===== config.mk =====
export PLATFORM = sky130hd
export DESIGN_NAME = gpio_irq_detect
export DESIGN_NICKNAME = d
export VERILOG_FILES = /design/src/rtl/gpio_irq_pkg.sv /design/src/rtl/gpio_irq_pin_det.sv /design/src/rtl/gpio_irq_status.sv /design/src/rtl/gpio_irq_enable.sv /design/src/rtl/gpio_irq_detect.sv
export SDC_FILE = /design/constraint.sdc
export NUM_CORES = 1
export LEC_CHECK = 0
export BUFFER_PORTS_ARGS = -buffer_cell sky130_fd_sc_hd__buf_2
export CORE_MARGIN = 1.5
export CORE_UTILIZATION = 39
export DETAILED_ROUTE_END_ITERATION = 7
export MAX_ROUTING_LAYER = met4
export PLACE_DENSITY = 0.77
export SLEW_MARGIN = 20
export SYNTH_ARGS = -nofsm -noshare
export SYNTH_HDL_FRONTEND = slang
export SYNTH_SLANG_ARGS = --single-unit

===== constraint.sdc =====
create_clock -name clk -period 1.4 [get_ports clk]
set_input_delay 0.28 -clock clk [delete_from_list [all_inputs] [get_ports clk]]
set_output_delay 0.28 -clock clk [all_outputs]
set_load 0.03 [all_outputs]

===== src/rtl/gpio_irq_pkg.sv =====
package gpio_irq_pkg;
  // {trigger-kind, polarity} decode
  typedef enum logic [1:0] {
    TRIG_RISE = 2'b00,
    TRIG_FALL = 2'b01,
    TRIG_LOW  = 2'b10,
    TRIG_HIGH = 2'b11
  } trig_mode_e;
endpackage


===== src/rtl/gpio_irq_pin_det.sv =====
module gpio_irq_pin_det
  import gpio_irq_pkg::*;
(
  input  logic clk,
  input  logic rst_n,
  input  logic level_i,
  input  logic trig_level_i,
  input  logic trig_invert_i,
  input  logic sense_off_i,
  output logic event_o
);
  logic       prev_q;
  logic       raw_evt;
  trig_mode_e mode;

  assign mode = trig_mode_e'({trig_level_i, trig_invert_i});

  // previous sample held at reset value while sensing is off
  always_ff @(posedge clk or negedge rst_n) begin
    if (!rst_n)           prev_q <= 1'b0;
    else if (sense_off_i) prev_q <= 1'b0;
    else                  prev_q <= level_i;
  end

  always_comb begin
    case (mode)
      TRIG_RISE: raw_evt = level_i & ~prev_q;
      TRIG_FALL: raw_evt = ~level_i & prev_q;
      TRIG_LOW:  raw_evt = ~level_i;
      TRIG_HIGH: raw_evt = level_i;
      default:   raw_evt = 1'b0;
    endcase
  end

  assign event_o = raw_evt & ~sense_off_i;

  // edge mode only fires on a change of the pin
  a_r2_edge_needs_change: assert property (@(posedge clk) disable iff (!rst_n)
    (!trig_level_i && event_o) |-> (level_i != prev_q));
endmodule


===== src/rtl/gpio_irq_status.sv =====
module gpio_irq_status #(
  parameter int NUM_PINS = 32
) (
  input  logic                clk,
  input  logic                rst_n,
  input  logic [NUM_PINS-1:0] evt_i,
  input  logic                clr_valid_i,
  input  logic [NUM_PINS-1:0] clr_mask_i,
  output logic [NUM_PINS-1:0] status_o
);
  localparam logic [NUM_PINS-1:0] NONE = '0;

  logic [NUM_PINS-1:0] status_q;
  logic [NUM_PINS-1:0] clr_eff;

  assign clr_eff = clr_valid_i ? clr_mask_i : NONE;

  // set has priority over clear
  always_ff @(posedge clk or negedge rst_n) begin
    if (!rst_n) status_q <= NONE;
    else        status_q <= (status_q & ~clr_eff) | evt_i;
  end

  assign status_o = status_q;

  a_r6_cleared_bits_zero: assert property (@(posedge clk) disable iff (!rst_n)
    clr_valid_i |=> ((status_q & $past(clr_mask_i & ~evt_i)) == NONE));

  a_r7_set_wins: assert property (@(posedge clk) disable iff (!rst_n)
    (evt_i != NONE) |=> ((status_q & $past(evt_i)) == $past(evt_i)));

  a_r6_no_spurious_set: assert property (@(posedge clk) disable iff (!rst_n)
    1'b1 |=> ((status_q & ~$past(status_q) & ~$past(evt_i)) == NONE));
endmodule


===== src/rtl/gpio_irq_enable.sv =====
module gpio_irq_enable #(
  parameter int NUM_PINS = 32
) (
  input  logic                clk,
  input  logic                rst_n,
  input  logic [NUM_PINS-1:0] set_i,
  input  logic [NUM_PINS-1:0] clr_i,
  output logic [NUM_PINS-1:0] enable_o
);
  localparam logic [NUM_PINS-1:0] NONE = '0;

  logic [NUM_PINS-1:0] en_q;

  always_ff @(posedge clk or negedge rst_n) begin
    if (!rst_n) en_q <= NONE;
    else        en_q <= (en_q & ~clr_i) | set_i;
  end

  assign enable_o = en_q;

  a_r10_set_takes: assert property (@(posedge clk) disable iff (!rst_n)
    (set_i != NONE) |=> ((en_q & $past(set_i)) == $past(set_i)));

  a_r10_untouched_hold: assert property (@(posedge clk) disable iff (!rst_n)
    ((set_i | clr_i) == NONE) |=> $stable(en_q));
endmodule


===== src/rtl/gpio_irq_detect.sv =====
module gpio_irq_detect #(
  parameter int NUM_PINS = 32
) (
  input  logic                clk,
  input  logic                rst_n,
  input  logic [NUM_PINS-1:0] pin_level_i,
  input  logic [NUM_PINS-1:0] trig_level_i,
  input  logic [NUM_PINS-1:0] trig_invert_i,
  input  logic [NUM_PINS-1:0] sense_off_i,
  input  logic                clr_valid_i,
  input  logic [NUM_PINS-1:0] clr_mask_i,
  input  logic [NUM_PINS-1:0] en_set_i,
  input  logic [NUM_PINS-1:0] en_clr_i,
  output logic [NUM_PINS-1:0] status_o,
  output logic [NUM_PINS-1:0] enable_o,
  output logic                irq_o
);
  localparam logic [NUM_PINS-1:0] NONE = '0;

  logic [NUM_PINS-1:0] pin_evt;

  for (genvar g = 0; g < NUM_PINS; g++) begin : g_pin
    gpio_irq_pin_det u_det (
      .clk           (clk),
      .rst_n         (rst_n),
      .level_i       (pin_level_i[g]),
      .trig_level_i  (trig_level_i[g]),
      .trig_invert_i (trig_invert_i[g]),
      .sense_off_i   (sense_off_i[g]),
      .event_o       (pin_evt[g])
    );

    a_r8_off_stays_clear: assert property (@(posedge clk) disable iff (!rst_n)
      (!status_o[g] && sense_off_i[g]) |=> !status_o[g]);
  end

  gpio_irq_status #(.NUM_PINS(NUM_PINS)) u_status (
    .clk         (clk),
    .rst_n       (rst_n),
    .evt_i       (pin_evt),
    .clr_valid_i (clr_valid_i),
    .clr_mask_i  (clr_mask_i),
    .status_o    (status_o)
  );

  gpio_irq_enable #(.NUM_PINS(NUM_PINS)) u_enable (
    .clk      (clk),
    .rst_n    (rst_n),
    .set_i    (en_set_i),
    .clr_i    (en_clr_i),
    .enable_o (enable_o)
  );

  assign irq_o = |(status_o & enable_o);

  a_r11_quiet_without_enable: assert property (@(posedge clk) disable iff (!rst_n)
    (enable_o == NONE) |-> !irq_o);
endmodule


==> flow_metrics.py <==
metrics = {
    "clock_tree": {
        "clock-root-buffer": "clkbuf_16",
        "insertion_delay_ps": 330,
        "cts.clk_slew.worst_paths_ps": 70,
        "tritoncts": "yes",
        "htree_num_levels": 3,
        "numCtsBuffers": 9,
        "tritoncts_num_sinks": 96,
        "ctsLongestPathBuffers": 2,
    },
    "critical_path": {
        "critPathKind": "reg2out",
        "timing.critical_path.from_type": "flip-flop",
        "r2r_slack_ps": 300,
        "timing.reg2reg.worst_path_depth": 3,
        "worst_r2r_startpoint": "g_pin[8].u_det.prev_q",
        "critPathMaxFanout": 2,
        "endpoint_kind_of_the_worst_setup_timing_path": "output port",
        "timing.critical_path.arrival_ps": 1770,
        "critical_path_required_ps": 1120,
        "regToRegEndpoint": "u_status.status_o[8]",
    },
    "sta": {
        "setup_viol_count_final": 1,
        "timing_max_transition_violations_final": 0,
        "final.hold.worst_slack_ps": 102,
        "maxSlewHeadroom_pct": 76.8,
        "max_freq_mhz": 487,
        "tightestPinTransition_ps": 345,
        "hold_viol": 0,
        "rsz0062_at_grt": "yes",
        "final.setup.worst_slack_ps": -655,
        "fin_crit_sh_pct": 147,
        "worst_setup_skew_after_layout_ps": 7.53,
        "period_needed_ps": 2050,
    },
    "power_and_ir_drop": {
        "pwr_density_cell_mw_per_mm2": 1060,
        "p_leak_nw": 3.98,
        "vdd_drop_max_v": 0.000555,
        "post-layout-total-power_w": 0.00765,
    },
    "run_status": {
        "violations": "negative setup slack",
        "outcome": "finished, violations left",
    },
    "synth": {
        "netlist_area_mm2": 0.00469,
        "synthDominantCellAreaShare_pct": 51.2,
        "synth.distinct_cells": 16,
        "synth.most_common_cell": "dfrtp_1",
        "dominantRegCellSynth": "dfrtp_1",
        "avgSynthCellArea_um2": 9.31,
        "yosys-top-cells-area": "dfrtp_1, nor3_1, and3b_1",
        "synth_fp_nets": 731,
        "synth-seq-cells": 96,
        "ys_seq_area_share_pct": 51.2,
        "synthDominantAreaCellType": "dfrtp_1",
        "number_of_enable_type_register_cells_in_the_synthesized_netlist": 0,
        "postSynthCellCount": 504,
        "synth_async_sr_flop_share_pct": 100,
        "ys_top_cells_by_count": "dfrtp_1, inv_1, nand2_1, nor3_1",
        "yosys_warnings": 0,
    },
    "routing": {
        "ant_nets": 0,
        "wl_per_cell_um": 13.3,
        "detailedRoute.firstIterationViolations": 160,
        "dr_vias": 4978,
        "first_pass_iters": 4,
        "wirelength_mm": 13.5,
        "vias_per_cell": 4.91,
        "drc": 0,
    },
    "final_layout": {
        "antenna_cells": 0,
        "nNetsFinal": 1092,
        "post-route-util_pct": 62.3,
        "final_layout_size_suffix_gt1_share_pct": 45.6,
        "syn_to_final_growth_pct": 53.6,
    },
    "place": {
        "port_buffers": 291,
        "dp_slack_ps": -469,
        "place.gp.congestion": 0.858,
        "dpl.hpwl_mm": 11.2,
    },
    "job": {
        "max-cap-violations": 0,
    },
    "min_path": {
        "hold_path_class": "in2reg",
        "hold_depth": 2,
        "hp-start": "sense_off_i[7]",
        "worst_hold_path.endpoint": "g_pin[7].u_det.prev_q",
    },
    "global_routing": {
        "first_global_vias": 4800,
        "gr-usage-all-layers_pct": 22.0,
        "grt_antenna_before_repair": 0,
        "grt_pass1_wl_mm": 21.5,
        "grt_start_max_net_pins": 45,
        "grt-ovfl-total": 0,
    },
    "floorplan": {
        "rows": 39,
        "width_of_the_chip_um": 113,
        "die_y_um": 113,
        "io_pins": 292,
        "design.core.area_mm2": 0.0116,
        "initial_utilization_pct": 40.6,
        "die_area_mm2": 0.0127,
    },
}
[metal layers]
layer  GRT usage (%)  share of wire (%)
met1            24.9                 41
met2            39.7                 51
met3            4.18                6.4
met5               -                  0
met4            6.75                1.7
[cell families after synthesis]
kind of cell / count (synthesis) / share of synthesized area (%)
buffers and inverters: 67 / 5.36
and+or+nand+nor: 229 / 25.4
DFF: 96 / 51.2
AOI/OAI and AO/OA: 112 / 18.0
[repair_timing]
item,CTS,global route
setup endpoints to repair,1,1
endpoints found under the hold margin,13,0
setup buffers,0,1
resized for setup,6,6
pin swaps,3,8
hold buffers,1,0
[worst max-delay path: stages, from the launching register on]
cell and delay, ps:
dfrtp_2 410, a22oi_2 190, nand4_1 160, or4_4 540, buf_6 150
[cell usage in the layout (no fill, tap or decap), drive strengths merged]
cell type / count
dfrtp: 96
clkbuf: 12
nand2: 64
dlygate4sd3: 1
and3b: 32
inv: 64
nor2: 32
nor3: 64
clkinvlp: 1
nand4: 4
or4: 1
a211oi: 32
buf: 352
bufinv: 1
a22oi: 16
nor2b: 32
clkinv: 2
o31ai: 32
a21o: 32
[final cells by class]
type,count,area [um^2]
clock buffers,12,246
clock inverters,4,55.1
fillers,983,4350
inverters,64,240
multi-input cells,341,2090
flip-flops and latches,96,2420
well taps,143,179
repair buffers,353,1970
[state kept, by name (all words and copies together), names as in the netlist]
signal	flops
g_pin.u_det.prev_q	32
u_enable.enable_o	32
u_status.status_o	32
[where the power goes]
part / total (W) / switching [W] / internal, W
clock network: 0.00243 / 0.000987 / 0.00144
logic: 0.00202 / 0.00112 / 0.000903
registers: 0.00319 / 0.000162 / 0.00303
[metrics by stage]
step,TNS (ps),cell area (um^2),std cells
global route,-707,7210,1013
global placement,-461,6840,995
floorplan,-237,4720,504
CTS,-690,7170,1012
detailed placement,-469,6840,995
finish,-655,7210,1013
[how the worst max path moves through the flow]
stage | slack [ps] | endpoint | depth (start not counted) | startpoint
detailed placement | -470 | irq_o | 4 | u_enable.enable_o[18]
CTS | -690 | irq_o | 4 | u_enable.enable_o[26]
global route | -710 | irq_o | 4 | u_status.status_o[22]
global placement | -460 | irq_o | 4 | u_enable.enable_o[22]
floorplan | -240 | irq_o | 3 | u_enable.enable_o[23]
finish | -650 | irq_o | 4 | u_status.status_o[23]
Power figures use the tool's default switching activity.
